`src/rtl/alu8_flags.sv`:
```
module alu8_flags (
  input  logic       clk,
  input  logic       rst,
  input  logic       alu_valid,
  input  logic [2:0] op,
  input  logic [7:0] acc_in,
  input  logic [7:0] opnd_in,
  input  logic       carry_in,
  input  logic [2:0] bit_sel,
  output logic [7:0] result,
  output logic       result_we,
  output logic [5:0] flag_we,
  output logic [5:0] flags_q
);

  localparam logic [2:0] OP_ADD = 3'd0;
  localparam logic [2:0] OP_ADC = 3'd1;
  localparam logic [2:0] OP_AND = 3'd2;
  localparam logic [2:0] OP_XOR = 3'd3;
  localparam logic [2:0] OP_BIT = 3'd4;
  localparam logic [2:0] OP_TIO = 3'd5;

  localparam int FS = 5, FZ = 4, FH = 3, FPV = 2, FN = 1, FC = 0;

  logic       cin_eff;
  logic [4:0] low_sum;
  logic [8:0] full_sum;
  logic [7:0] and_val;
  logic       ovf;
  logic [5:0] flag_new;

  assign cin_eff  = (op == OP_ADC) ? carry_in : 1'b0;
  assign low_sum  = {1'b0, acc_in[3:0]} + {1'b0, opnd_in[3:0]} + {4'd0, cin_eff};
  assign full_sum = {1'b0, acc_in} + {1'b0, opnd_in} + {8'd0, cin_eff};
  assign and_val  = acc_in & opnd_in;
  assign ovf      = (acc_in[7] == opnd_in[7]) && (full_sum[7] != acc_in[7]);

  always_comb begin
    result    = 8'h00;
    result_we = 1'b0;
    flag_we   = 6'h00;
    flag_new  = 6'h00;
    case (op)
      OP_ADD, OP_ADC: begin
        result        = full_sum[7:0];
        result_we     = 1'b1;
        flag_we       = 6'h3F;
        flag_new[FS]  = full_sum[7];
        flag_new[FZ]  = (full_sum[7:0] == 8'h00);
        flag_new[FH]  = low_sum[4];
        flag_new[FPV] = ovf;
        flag_new[FC]  = full_sum[8];
      end
      OP_AND, OP_XOR, OP_TIO: begin
        result        = (op == OP_XOR) ? (acc_in ^ opnd_in) : and_val;
        result_we     = (op != OP_TIO);
        flag_we       = 6'h3F;
        flag_new[FS]  = result[7];
        flag_new[FZ]  = (result == 8'h00);
        flag_new[FH]  = (op != OP_XOR);
        flag_new[FPV] = ~^result;
      end
      OP_BIT: begin
        flag_we[FZ]  = 1'b1;
        flag_we[FH]  = 1'b1;
        flag_we[FN]  = 1'b1;
        flag_new[FZ] = ~opnd_in[bit_sel];
        flag_new[FH] = 1'b1;
      end
      default: ;
    endcase
  end

  always_ff @(posedge clk) begin
    if (rst)
      flags_q <= 6'h00;
    else if (alu_valid)
      flags_q <= (flags_q & ~flag_we) | (flag_new & flag_we);
  end

  assert_reset_clear_R10: assert property (@(posedge clk)
    rst |=> flags_q == 6'h00);

  assert_hold_idle_R10: assert property (@(posedge clk) disable iff (rst)
    !alu_valid |=> $stable(flags_q));

  assert_zero_tracks_result_R4: assert property (@(posedge clk) disable iff (rst)
    (alu_valid && op <= OP_XOR) |=> flags_q[FZ] == ($past(result) == 8'h00));

  assert_and_fixed_R5: assert property (@(posedge clk) disable iff (rst)
    (alu_valid && op == OP_AND) |=> flags_q[FH] && !flags_q[FN] && !flags_q[FC]);

  assert_xor_fixed_R6: assert property (@(posedge clk) disable iff (rst)
    (alu_valid && op == OP_XOR) |=> !flags_q[FH] && !flags_q[FN] && !flags_q[FC]);

  assert_bit_keeps_c_R7: assert property (@(posedge clk) disable iff (rst)
    (alu_valid && op == OP_BIT) |=> flags_q[FC] == $past(flags_q[FC])
                                     && flags_q[FS] == $past(flags_q[FS])
                                     && flags_q[FZ] == ~$past(opnd_in[bit_sel]));

  assert_write_mask_R9: assert property (@(posedge clk) disable iff (rst)
    result_we |-> flag_we == 6'h3F);

endmodule

```
`config.mk`:
```
export PLATFORM = sky130hd
export DESIGN_NAME = alu8_flags
export DESIGN_NICKNAME = d
export VERILOG_FILES = /design/src/rtl/alu8_flags.sv
export SDC_FILE = /design/constraint.sdc
export NUM_CORES = 1
export LEC_CHECK = 0
export ABC_CLOCK_PERIOD_IN_PS = 5350
export BUFFER_PORTS_ARGS = -buffer_cell sky130_fd_sc_hd__buf_4
export CORE_UTILIZATION = 40
export DETAILED_ROUTE_END_ITERATION = 8
export GPL_TIMING_DRIVEN = 0
export HOLD_SLACK_MARGIN = 0.05
export PLACE_DENSITY_LB_ADDON = 0.15
export SETUP_SLACK_MARGIN = 0.5
export SLEW_MARGIN = 20
export SYNTH_ARGS = -nofsm -noshare
export SYNTH_HDL_FRONTEND = slang
export SYNTH_SLANG_ARGS = --single-unit
```
`constraint.sdc`:
```
create_clock -name clk -period 5.35 [get_ports clk]
set_input_delay 1.07 -clock clk [delete_from_list [all_inputs] [get_ports clk]]
set_output_delay 1.07 -clock clk [all_outputs]
set_load 0.01 [all_outputs]
```
Yosys cells after proc, flatten, opt, wreduce, memory -nomap -nowiden
Index checks and enable logic that the tools add are counted.
{"block": "totals", "register_bits": 6, "inputBits": 26, "out_inout_bits": 21}
{"block": "op_classes", "add_sub_neg": 4, "order_cmp": 1, "eq_ne": 9, "n_mux": 13, "bitwise_logic": 7, "n_reduce_logical": 9}
{"operator": "zero test 8 bit", "n": 2}
{"operator": "one-hot mux 8 bit (2 select lines)", "n": 1}
{"operator": "AND 6 bit", "n": 2}
{"operator": "adder 8 x 8 -> 9 bit", "n": 1}
{"operator": "adder 9 x 1 -> 9 bit", "n": 1}
{"operator": "AND 8 bit", "n": 1}
{"operator": "two-way mux 8 bit", "n": 1}
{"operator": "XNOR reduction 8 bit", "n": 1}
{"operator": "XOR 8 bit", "n": 1}
{"operator": "equality test 3 x 2 -> 1 bit (second input constant)", "n": 2}
{"operator": "equality test 3 bit (second input constant)", "n": 2}
{"operator": "inverter 6 bit", "n": 1}
{"operator": "bitwise OR 6 bit", "n": 1}
{"operator": "one-hot mux 1 bit (2 select lines)", "n": 3}
{"operator": "one-hot mux 2 bit (3 select lines)", "n": 1}
{"operator": "OR reduction 6 bit", "n": 1}
{"operator": "adder 4 x 4 -> 5 bit", "n": 1}
{"operator": "adder 5 x 1 -> 5 bit", "n": 1}
{"operator": "two-way mux 1 bit", "n": 5}
{"operator": "OR reduction 5 bit", "n": 1}
{"operator": "< comparator 3 x 4 -> 1 bit (second input constant)", "n": 1}
{"operator": "binary-select mux 1 bit (select 3 bit)", "n": 1}
{"operator": "equality test 3 x 1 -> 1 bit (second input constant)", "n": 1}
{"operator": "zero test 3 bit", "n": 1}
{"operator": "other kinds (9)", "n": 9}

Logic depth before layout (Yosys ltp)
Gate-level depths: netlist of run 1.
{"block": "logic_depth", "word_depth": 8, "depth_mapped": 11, "depth_no_buf": 10}

Worst setup path before layout of run 1
Ideal clock, no wire load.
{"block": "synth_timing", "path_kind": "input-to-output", "start": "input op[2]", "end": "output result[6]", "t_arrival_ns": 3.400, "path_slack_ns": 0.880, "cell_stages": 11, "path_buffers": 1, "cell_sequence": "clkbuf_1 nor2_1 nand3_1 fa_1 fa_1 nor2b_1 o21ai_1 a21boi_0 o21ai_0 mux2i_1 a21o_1"}
{"block": "synth_via", "elab_chain_cells": 4, "elab_cells_between_ends": 11}
{"element": "start: declaration", "line": "5", "rtl": "input logic [2:0] op,"}
{"element": "equality test 3 x 1 -> 1 bit", "line": "32, 43"}
{"element": "two-way mux 1 bit", "line": "32", "rtl": "assign cin_eff = (op == OP_ADC) ? carry_in : 1'b0;"}
{"element": "adder 9 x 1 -> 9 bit", "line": "34", "rtl": "assign full_sum = {1'b0, acc_in} + {1'b0, opnd_in} + {8'd0, cin_eff};"}
{"element": "one-hot mux 8 bit (2 select lines) (*)", "line": "43", "rtl": "case (op)"}
{"element": "end: declaration", "line": "10", "rtl": "output logic [7:0] result,"}
Every way passes the cells marked *; elsewhere a longest branch is shown, timed or not.

Final worst setup path of run 1
Same ends and word-level chain as after synthesis.

==> results of run 1 <==
==> timing repair <==
action	in CTS	in global routing
endpoints found under the setup margin	2	1
gates resized for setup	4	2
pin swaps	1	0
buffers inserted	1	0
hold buffers	0	0
==> metrics by stage <==
stage / hold slack (ps) / setup WS, ps / instance area, sq um / instances / power, mW
2_1_floorplan: 502 / 880 / 1210 / 165 / 0.153
3_3_place_gp: 466 / 166 / 1560 / 238 / 0.205
5_1_grt: 499 / 538 / 1600 / 242 / 0.274
4_1_cts: 474 / 582 / 1600 / 242 / 0.252
6_report: 474 / 697 / 1600 / 242 / 0.252
3_5_place_dp: 470 / 73.7 / 1560 / 238 / 0.209
==> cell usage in the layout, fill, tap and decap left out, drive strengths merged, types with 3 or more instances in the layout <==
master,n
a21oi,12
xnor2,4
nand3,3
xor2,3
ha,12
nor3,4
nand2,19
inv,10
clkbuf,8
o21ai,17
nor2,12
dfxtp,6
mux2i,12
buf,50
==> power by group through the flow <==
stage / Clock (mW) / Sequential (mW) / Combinational (mW)
final: 0.0411 / 0.0494 / 0.162
after global routing: 0.0456 / 0.0496 / 0.178
after CTS: 0.0421 / 0.0493 / 0.161
after detailed placement: 0 / 0.0501 / 0.158
after global placement: 0 / 0.0499 / 0.155
after floorplan: 0 / 0.0513 / 0.102
==> worst register-to-register path: stages, from the launching register on <==
cell and delay, ps:
sky130_fd_sc_hd__dfxtp_1 320, sky130_fd_sc_hd__nor2_1 70, sky130_fd_sc_hd__nor4_1 290, sky130_fd_sc_hd__o2111ai_1 170, sky130_fd_sc_hd__o41ai_2 220
==> final timing paths <==
kind	startpoint	endpoint	depth (start not counted)	slack (ps)
setup / recovery	op[2]	result[6]	13	700
hold / removal	flags_q[1]$_SDFFE_PP0P_	flags_q[1]$_SDFFE_PP0P_	1	470
setup reg to reg	flip-flop	flip-flop	4	4200
hold reg to reg	flags_q[1]$_SDFFE_PP0P_	flags_q[1]$_SDFFE_PP0P_	1	470
==> per-layer routing <==
layer | wire length, um | global-route usage, % | up-vias
li1 | - | - | 684
met1 | 1640 | 33.2 | 654
met2 | 1800 | 40.3 | 45
met3 | 216 | 3.46 | 0
met4 | 0 | 1.39 | 0
met5 | 0 | 0 | -
==> kinds of logic (layout without fill, tap and decap cells) <==
group | after synthesis | after routing | synth area share (%)
buf+inv | 23 | 69 | 8.61
mux | 16 | 16 | 15.6
compound gates | 49 | 49 | 26.0
xor+xnor | 7 | 7 | 5.08
simple gates | 50 | 50 | 19.0
fa+ha+maj | 14 | 14 | 15.8
flops | 6 | 6 | 9.96
==> layout make-up <==
class / count / area [sq um]
clock buffer: 3 / 22.5
timing repair buffer: 43 / 323
sequential: 6 / 120
buffer: 12 / 65.1
fill: 273 / 1200
inverter: 11 / 41.3
multi-input combinational: 136 / 992
tap: 31 / 38.8
==> results.md, run 1 <==
* Status: finished, violations left
* Violations in the final reports: DRC
* Max-slew violation total from the final report at 0
* Warnings, synthesis at 0
* Average size of a mapped cell at 7.31 sq um
* Register share of total power at 19.6%
* Count of different cell masters after synthesis at 45
* Number of clock sinks at 6
* Ports at 47
* Area growth from synthesis to layout at 32.9%
* Highest Clock Rate at 215 MHz
* Clock slew at reported path FFs at 40 ps
* Global-route total usage across every layer at 23.7%
* Portion of the clock cycle consumed by the worst path in the final layout at 87.0%
* Number of clock buffers inserted by TritonCTS at 3
* Commonest register cell after synthesis: sky130_fd_sc_hd__dfxtp_1
* Total Wirelength at 3670 um
* Sequential element share of the synthesized area at 9.96%
* Worst vdd rail ir drop at 98.2 uV
* Core Region at 2810 sq um
* Top-count cell post-synth: sky130_fd_sc_hd__nand2_1
* Chain of cells forming the critical path: buf_4, clkbuf_2, nor2_4, nand3_1, fa_1, fa_2, nor2b_1, o21ai_1, a21boi_1, o21ai_0, mux2i_1, a21o_1, buf_4
* Worst slew margin at 29.7%
* FF+latch count, synth at 6
* DRC violations left at 8
* Share of post-route cells with drive strength above 1 at 29.4%
* PortBufs at 42
* Clock network power share at 16.3%
* Worst-margin pin slew at 1050 ps
* Kind of critical path: in2out
* Setup TNS Final at 0 ps
* Die span in y at 56.9 um
* Final Core Density at 57.1%
* Type of element capturing the critical path: output pin
* Number of enable-type register cells in the synthesized netlist at 0
* Final setup violation count at 0
* Data arrival time of the critical path at 3580 ps
* Wire length of the first global-routing pass at 6090 um
* Antenna Violating Nets Remaining at 0
* Net load switching power at 101 uW
* Post-Syn Instances at 165
* Shortest period the worst path allows at 4650 ps
* Area enclosed by the die boundary at 3240 sq um
* Number of buffers and inverters on the critical path at 3
* Power per standard cell area at 157 nW/um^2
* Type of the worst min-delay path: reg2reg
* Required time of the worst setup path at 4280 ps
* Net count of the finished layout at 253
* Number of maximum-capacitance constraint violations at 0
* Leak Pwr at 0.791 nW
* Cells taking the most area after synthesis: sky130_fd_sc_hd__ha_1, sky130_fd_sc_hd__dfxtp_1, sky130_fd_sc_hd__mux2i_1, sky130_fd_sc_hd__o21ai_0, sky130_fd_sc_hd__nand2_1
* Kind of cell adding the most delay to the critical path: adder cells
* Routed wire length per instance at 15.1 um
* Share of Yosys cell area claimed by the top area cell type at 12.4%
* Unrepaired setup endpoints after global routing: no
* Leading cell types by count after synthesis: sky130_fd_sc_hd__nand2_1, sky130_fd_sc_hd__o21ai_0
* Post-DR vias/cell at 5.71
* Width of the die at 56.9 um
* FFs w/ async S/R, synth at 0%
* Via count of the first global-routing pass at 1303
* Final global-route overflow total at 0
* Clock Path Buffers at 2
* Number of failing hold endpoints at the final stage at 0
* Synth Cell Area at 1210 sq um
* Placed wire-length estimate after detailed placement at 2910 um
* Leading area contributor after synthesis: sky130_fd_sc_hd__ha_1
* DR vias at 1383
* Standard cell with the maximum stage delay on the critical path: sky130_fd_sc_hd__fa_1
* CTS root buffer: sky130_fd_sc_hd__clkbuf_4
* Combinational share of power at 64.1%
* Initial core utilization at 43.0%
* Maximum number of pins on one net before global-route repair at 11
* Cell row count at 19
* Synth Net Count at 205
* Cell occurring most often along the worst timing path: sky130_fd_sc_hd__buf_4
* Final antenna diode count at 0
* Drt first pass iters at 6
* Startpoint types: input port
* Setup Skew at 0 ps
* Starting DRT DRC Count at 62
* H-tree depth at 1
* Fraction of power spent switching nets at 40.2%
* Insertion delay to the later sink of the worst-skew pair at 240 ps
* CTS tree: built
* Number of antenna violations at the first check in global routing at 0
* Peak fanout along the critical path at 10
* Critical path's largest stage delay at 430 ps
* Final weighted congestion in routability-driven placement at 0.906
* Internal cell power at 151 uW
Note: power is estimated with default switching activity, not from simulation.
==> inputs of run 2 (changes only) <==
--- a/config.mk
+++ b/config.mk
@@ -9,3 +9,3 @@
 export BUFFER_PORTS_ARGS = -buffer_cell sky130_fd_sc_hd__buf_4
-export CORE_UTILIZATION = 40
+export CORE_UTILIZATION = 49
 export DETAILED_ROUTE_END_ITERATION = 8
@@ -13,3 +13,3 @@
 export HOLD_SLACK_MARGIN = 0.05
-export PLACE_DENSITY_LB_ADDON = 0.15
+export PLACE_DENSITY = 0.88
 export SETUP_SLACK_MARGIN = 0.5
==> constraint.sdc (replaced) <==
create_clock -name clk -period 5.35 [get_ports clk]
set_input_delay 0.535 -clock clk [delete_from_list [all_inputs] [get_ports clk]]
set_output_delay 0.535 -clock clk [all_outputs]
set_load 0.01 [all_outputs]
==> results.md, run 2 (same netlist as run 1, synthesis figures left out) <==
* Power per standard cell area at 161 nW/um^2 (was 157 nW/um^2)
* Most frequent standard cell in the layout excluding fill and tap cells: sky130_fd_sc_hd__buf_4 (unchanged)
* Kind of critical path: in2out (unchanged)
* Clock slew at reported path FFs at 40 ps (about the same)
* Number of failing hold endpoints at the final stage at 0 (unchanged)
* Tot Pwr at 255 uW (was 252 uW)
* Number of clock buffers inserted by TritonCTS at 3 (unchanged)
* Post-cts repair resize count at 0 (was 4)
* Area growth from synthesis to layout at 30.9% (was 32.9%)
* Number of antenna violations at the first check in global routing at 0 (unchanged)
* Required time of the worst setup path at 4820 ps (was 4280 ps)
* Antenna Violating Nets Remaining at 0 (unchanged)
* Setup ws final at 1120 ps (was 697 ps)
* Number of maximum-capacitance constraint violations at 0 (unchanged)
* Global-route total usage across every layer at 30.7% (was 23.7%)
* Area used by multi-input combinational logic at 982 sq um (was 992 sq um)
* Share of post-route cells with drive strength above 1 at 27.1% (was 29.4%)
* Shortest period the worst path allows at 4230 ps (was 4650 ps)
* Depth of the most critical reg-to-reg path at 4 (unchanged)
* Peak fanout along the critical path at 10 (unchanged)
* Worst vdd rail ir drop at 112 uV (was 98.2 uV)
* Worst slew margin at 26.2% (was 29.7%)
* Portion of the clock cycle consumed by the worst path in the final layout at 79.1% (was 87.0%)
* Max-slew violation total from the final report at 0 (unchanged)
* Insertion delay to the later sink of the worst-skew pair at 250 ps (was 240 ps)
* Status: completed (was finished, violations left)
* Highest Clock Rate at 236 MHz (was 215 MHz)
* Initial core utilization at 53.0% (was 43.0%)
* Type of the worst min-delay path: reg2reg (unchanged)
* Number of clock sinks at 6 (unchanged)
* Leak Pwr at 0.780 nW (was 0.791 nW)
* Fill cells at 200 (was 273)
* Total Wirelength at 3770 um (was 3670 um)
* Drt first pass iters at 4 (was 6)
* Die span in y at 51.6 um (was 56.9 um)
* Maximum number of pins on one net before global-route repair at 11 (unchanged)
* Worst-margin pin slew at 1100 ps (was 1050 ps)
* CTS root buffer: sky130_fd_sc_hd__clkbuf_4 (unchanged)
* Placed wire-length estimate after detailed placement at 3020 um (was 2910 um)
* Data arrival time of the critical path at 3700 ps (was 3580 ps)
* Setup Skew at 0 ps (unchanged)
* Commonest cells after routing, fill and taps aside: sky130_fd_sc_hd__buf_4, sky130_fd_sc_hd__nand2_1, sky130_fd_sc_hd__o21ai_0 (unchanged)
* DRC violations left at 0 (was 8)
* Area of all placed cells without fillers at 1580 sq um (was 1600 sq um)
* Count of buffers added by post-CTS timing repair for setup at 0 (was 1)
* H-tree depth at 1 (unchanged)
* Wire length of the first global-routing pass at 6070 um (was 6090 um)
* Clock Path Buffers at 2 (unchanged)
* Core Region at 2280 sq um (was 2810 sq um)
* Register Area at 120 sq um (unchanged)
* DR vias at 1434 (was 1383)
* Final global-route overflow total at 0 (unchanged)
* Routed wire length per instance at 15.8 um (was 15.1 um)
* Startpoint types: input port (unchanged)
* CTS tree: built (unchanged)
* Final antenna diode count at 0 (unchanged)
* Final setup violation count at 0 (unchanged)
* Instance area at placement at 1560 sq um (about the same)
* Starting DRT DRC Count at 72 (was 62)
* Hold Crit Endpoint: flags_q[1]$_SDFFE_PP0P_ (unchanged)
* Beginning of the worst hold path: flags_q[1]$_SDFFE_PP0P_ (unchanged)
* Final weighted congestion in routability-driven placement at 0.924 (was 0.906)
* PortBufs at 42 (unchanged)
* Cell depth of the worst hold path at 1 (unchanged)
* Worst setup slack before clock tree synthesis at 1170 ps (was 73.7 ps)
* Via count of the first global-routing pass at 1375 (was 1303)
* Cell row count at 17 (was 19)
* Ports at 47 (unchanged)
* Width of the die at 51.6 um (was 56.9 um)
* Post-DR vias/cell at 6.03 (was 5.71)
* Slack of the worst reg-to-reg path at 4180 ps (was 4200 ps)
* Setup TNS Final at 0 ps (unchanged)
* Area enclosed by the die boundary at 2660 sq um (was 3240 sq um)
* Hold bufs inserted after CTS at 0 (unchanged)
* Unrepaired setup endpoints after global routing: no (unchanged)
* Final Core Density at 69.4% (was 57.1%)
* Net count of the finished layout at 252 (was 253)
* Type of element capturing the critical path: output pin (unchanged)
run 2: cell types whose count changed in the layout (fill, tap and decap cells not counted), sizes merged:
cell | before | now
buf | 50 | 49
run 2: where the power goes:
group          internal (mW)  switching, mW  leakage, nW  total [mW]
sequential            0.0478        0.00166       0.0492      0.0494
combinational         0.0766         0.0854        0.716       0.162
clock                 0.0255         0.0180       0.0138      0.0435
total                  0.150          0.105        0.780       0.255
run 2: layout make-up:
| class | instances | area share, % |
|---|---|---|
| Multi-Input combinational cell | 136 | 62.2 |
| Timing Repair Buffer | 42 | 20.0 |
| Sequential cell | 6 | 7.61 |
| Buffer | 12 | 3.96 |
| Inverter | 11 | 2.61 |
| Tap cell | 28 | 2.22 |
| Clock buffer | 3 | 1.43 |
run 2: through the flow:
| stage | hold slack (ps) | cells |
|---|---|---|
| 2_1_floorplan | 502 | 165 |
| 3_3_place_gp | 466 | 235 |
| 3_5_place_dp | 466 | 235 |
| 4_1_cts | 473 | 238 |
| 5_1_grt | 485 | 238 |
| 6_report | 473 | 238 |
run 2: worst max-delay path by stage:
stage / start / end / slack, ps
6_report: op[2] / result[6] / 1120
5_1_grt: op[2] / result[6] / 980
4_1_cts: op[2] / result[6] / 1170
3_5_place_dp: op[2] / result[6] / 1170
3_3_place_gp: op[2] / result[6] / 1220
2_1_floorplan: op[2] / result[6] / 1950
run 2: critical path: stages:
cell and delay (ps):
sky130_fd_sc_hd__buf_4 110, sky130_fd_sc_hd__clkbuf_1 250, sky130_fd_sc_hd__nor2_1 540, sky130_fd_sc_hd__nand3_1 180, sky130_fd_sc_hd__fa_1 450, sky130_fd_sc_hd__fa_1 460
sky130_fd_sc_hd__nor2b_1 150, sky130_fd_sc_hd__o21ai_1 100, sky130_fd_sc_hd__a21boi_0 280, sky130_fd_sc_hd__o21ai_0 190, sky130_fd_sc_hd__mux2i_1 150, sky130_fd_sc_hd__a21o_1 180
sky130_fd_sc_hd__buf_4 140
run 2: routing by layer:
| layer | global-route usage [%] | part of all wire, % | vias up |
|---|---|---|---|
| li1 | - | - | 687 |
| met1 | 35.3 | 39 | 666 |
| met2 | 57.8 | 52 | 78 |
| met3 | 7.02 | 8.6 | 3 |
| met4 | 4.95 | 0.32 | 0 |
| met5 | 0 | 0 | - |
==> inputs of run 3 (changes only) <==
- ABC_CLOCK_PERIOD_IN_PS: 5350 -> 3700
- CORE_UTILIZATION: 49 -> 44
- PLACE_DENSITY: 0.88 -> 0.84
- clock period: 5.35 -> 3.7 ns (I/O delays scaled with it)
==> results.md, run 3 (same netlist as run 1, synthesis figures left out) <==
* Status: completed (unchanged)
* Startpoint types: input port (unchanged)
* DR vias at 1346 (was 1434)
* Net count of the finished layout at 253 (was 252)
* Type of the worst min-delay path: reg2reg (unchanged)
* Met2 Wirelength at 1600 um (was 1970 um)
* Worst hold margin at 471 ps (was 473 ps)
* Routed wire length per instance at 14.1 um (was 15.8 um)
* Portion of the clock cycle consumed by the worst path in the final layout at 81.5%
* Cell row count at 18 (was 17)
* H-tree depth at 1 (unchanged)
* Met3 Wirelength at 234 um (was 325 um)
* Area growth from synthesis to layout at 33.2% (was 30.9%)
* Final weighted congestion in routability-driven placement at 0.972 (was 0.924)
* Antenna Violating Nets Remaining at 0 (unchanged)
* Most frequent standard cell in the layout excluding fill and tap cells: sky130_fd_sc_hd__buf_4 (unchanged)
* Global-route total usage across every layer at 24.6% (was 30.7%)
* Die span in y at 54.4 um (was 51.6 um)
* Final setup violation count at 0 (unchanged)
* Final global-route overflow total at 0 (unchanged)
* Shortest period the worst path allows at 3020 ps
* Routed length on met1 at 1570 um (was 1460 um)
* DRC violations left at 0 (unchanged)
* Setup Skew at 0 ps (unchanged)
* Number of clock sinks at 6 (unchanged)
* Area enclosed by the die boundary at 2950 sq um (was 2660 sq um)
* CTS root buffer: sky130_fd_sc_hd__clkbuf_4 (unchanged)
* Core Region at 2520 sq um (was 2280 sq um)
* Wire length of the first global-routing pass at 5320 um (was 6070 um)
* Setup ws final at 683 ps (was 1120 ps)
* Hold Crit Endpoint: flags_q[1]$_SDFFE_PP0P_ (unchanged)
* Worst setup slack before clock tree synthesis at -132 ps (was 1170 ps)
* Register share of total power at 19.5% (was 19.4%)
* Number of maximum-capacitance constraint violations at 0 (unchanged)
* Worst-margin pin slew at 1080 ps (was 1100 ps)
* Number of failing hold endpoints at the final stage at 0 (unchanged)
* Net load switching power at 146 uW (was 105 uW)
* Kind of cell adding the most delay to the critical path: adder cells (unchanged)
* PortBufs at 42 (unchanged)
* Type of element capturing the critical path: output pin (unchanged)
* Required time of the worst setup path at 3330 ps (was 4820 ps)
* Number of clock buffers inserted by TritonCTS at 3 (unchanged)
* Initial core utilization at 47.8% (was 53.0%)
* Final antenna diode count at 0 (unchanged)
* Number of antenna violations at the first check in global routing at 0 (unchanged)
* Fill cells at 246 (was 200)
* Clock network power share at 16.7% (was 17.1%)
* Combinational share of power at 63.8% (was 63.5%)
* Power per standard cell area at 227 nW/um^2 (was 161 nW/um^2)
* Kind of critical path: in2out (unchanged)
* Slack of the worst reg-to-reg path at 2540 ps (was 4180 ps)
* Critical path's largest stage delay at 390 ps (was 540 ps)
* Depth of the most critical reg-to-reg path at 4 (unchanged)
* Highest Clock Rate at 331 MHz
* Total Wirelength at 3400 um (was 3770 um)
* Number of buffers and inverters on the critical path at 3 (unchanged)
* Peak fanout along the critical path at 10 (unchanged)
* Starting DRT DRC Count at 33 (was 72)
* Unrepaired setup endpoints after global routing: no (unchanged)
* Hold bufs inserted after CTS at 0 (unchanged)
* Via count of the first global-routing pass at 1175 (was 1375)
* CTS tree: built (unchanged)
* Standard cell with the maximum stage delay on the critical path: sky130_fd_sc_hd__fa_2 (was sky130_fd_sc_hd__nor2_1)
* Worst slew margin at 27.7% (was 26.2%)
* Number of logic stages on the critical path including buffering at 13 (unchanged)
* Width of the die at 54.4 um (was 51.6 um)
* Chain of cells forming the critical path: buf_4, buf_2, nor2_4, nand3_1, fa_2, fa_2, nor2b_1, o21ai_1, a21boi_1, o21ai_1, mux2i_1, a21o_1, buf_4 (was buf_4, clkbuf_1, nor2_1, nand3_1, fa_1, fa_1, nor2b_1, o21ai_1, a21boi_0, o21ai_0, mux2i_1, a21o_1, buf_4)
* Ports at 47 (unchanged)
* Maximum number of pins on one net before global-route repair at 11 (unchanged)
* Drt first pass iters at 4 (unchanged)
* Max-slew violation total from the final report at 0 (unchanged)
* Insertion delay to the later sink of the worst-skew pair at 240 ps (was 250 ps)
* Fraction of power spent switching nets at 40.0% (was 41.2%)
* Data arrival time of the critical path at 2650 ps (was 3700 ps)
* Internal cell power at 218 uW (was 150 uW)
* Uppermost routed layer: met3 (was met4)
* Placed wire-length estimate after detailed placement at 2670 um (was 3020 um)
* Commonest cells after routing, fill and taps aside: sky130_fd_sc_hd__buf_4, sky130_fd_sc_hd__nand2_1, sky130_fd_sc_hd__o21ai_0 (unchanged)
* Worst vdd rail ir drop at 196 uV (was 112 uV)
* Post-DR vias/cell at 5.59 (was 6.03)
* Share of post-route cells with drive strength above 1 at 29.9% (was 27.1%)
* Beginning of the worst hold path: flags_q[1]$_SDFFE_PP0P_ (unchanged)
* Cell depth of the worst hold path at 1 (unchanged)
* Clock slew at reported path FFs at 40 ps (about the same)
* Leak Pwr at 0.791 nW (was 0.780 nW)
* Clock Path Buffers at 2 (unchanged)
run 3: final cells by class:
| type | count | area, sq um | area share, % |
|---|---|---|---|
| multi-input combinational | 136 | 995 | 61.9 |
| timing repair buffer | 43 | 323 | 20.1 |
| sequential | 6 | 120 | 7.48 |
| buffer | 12 | 67.6 | 4.21 |
| inverter | 11 | 41.3 | 2.57 |
| tap | 30 | 37.5 | 2.34 |
| clock buffer | 3 | 22.5 | 1.40 |
run 3: power groups by stage:
stage / Clock (mW) / Combinational (mW) / Sequential, mW
floorplan: 0 / 0.147 / 0.0742
global placement: 0 / 0.225 / 0.0721
detailed placement: 0 / 0.226 / 0.0722
CTS: 0.0626 / 0.230 / 0.0710
global route: 0.0679 / 0.256 / 0.0713
finish: 0.0607 / 0.232 / 0.0710
run 3: through the flow:
| step | power, mW | TNS, ps | utilization, % | instances | area (sq um) |
|---|---|---|---|---|---|
| floorplan | 0.221 | 0 | - | 165 | 1210 |
| global placement | 0.297 | -95.2 | 61.8 | 237 | 1560 |
| detailed placement | 0.298 | -132 | 61.8 | 237 | 1560 |
| CTS | 0.364 | 0 | 63.4 | 241 | 1600 |
| global route | 0.396 | 0 | 63.7 | 241 | 1610 |
| finish | 0.364 | 0 | 63.7 | 241 | 1610 |
run 3: per-layer routing:
layer  track usage [%]  vias to the layer above
met1              33.9                      602
met4             0.427                        0
met3              4.17                        0
li1                  -                      688
met5                 0                        -
met2              41.9                       56
run 3: how the worst max path moves through the flow:
| stage | from | endpoint | slack (ps) |
|---|---|---|---|
| global placement | op[2] | result[6] | -100 |
| floorplan | op[2] | result[6] | 630 |
| CTS | op[2] | result[6] | 500 |
| detailed placement | op[2] | result[6] | -130 |
| global route | op[2] | result[6] | 540 |
| finish | op[2] | result[6] | 680 |
run 3: what timing repair did:
item                       CTS  global route
buffers inserted             1             0
gates cloned                 0             0
resized for setup            6             5
setup endpoints to repair    8             2
pin swaps                    1             1
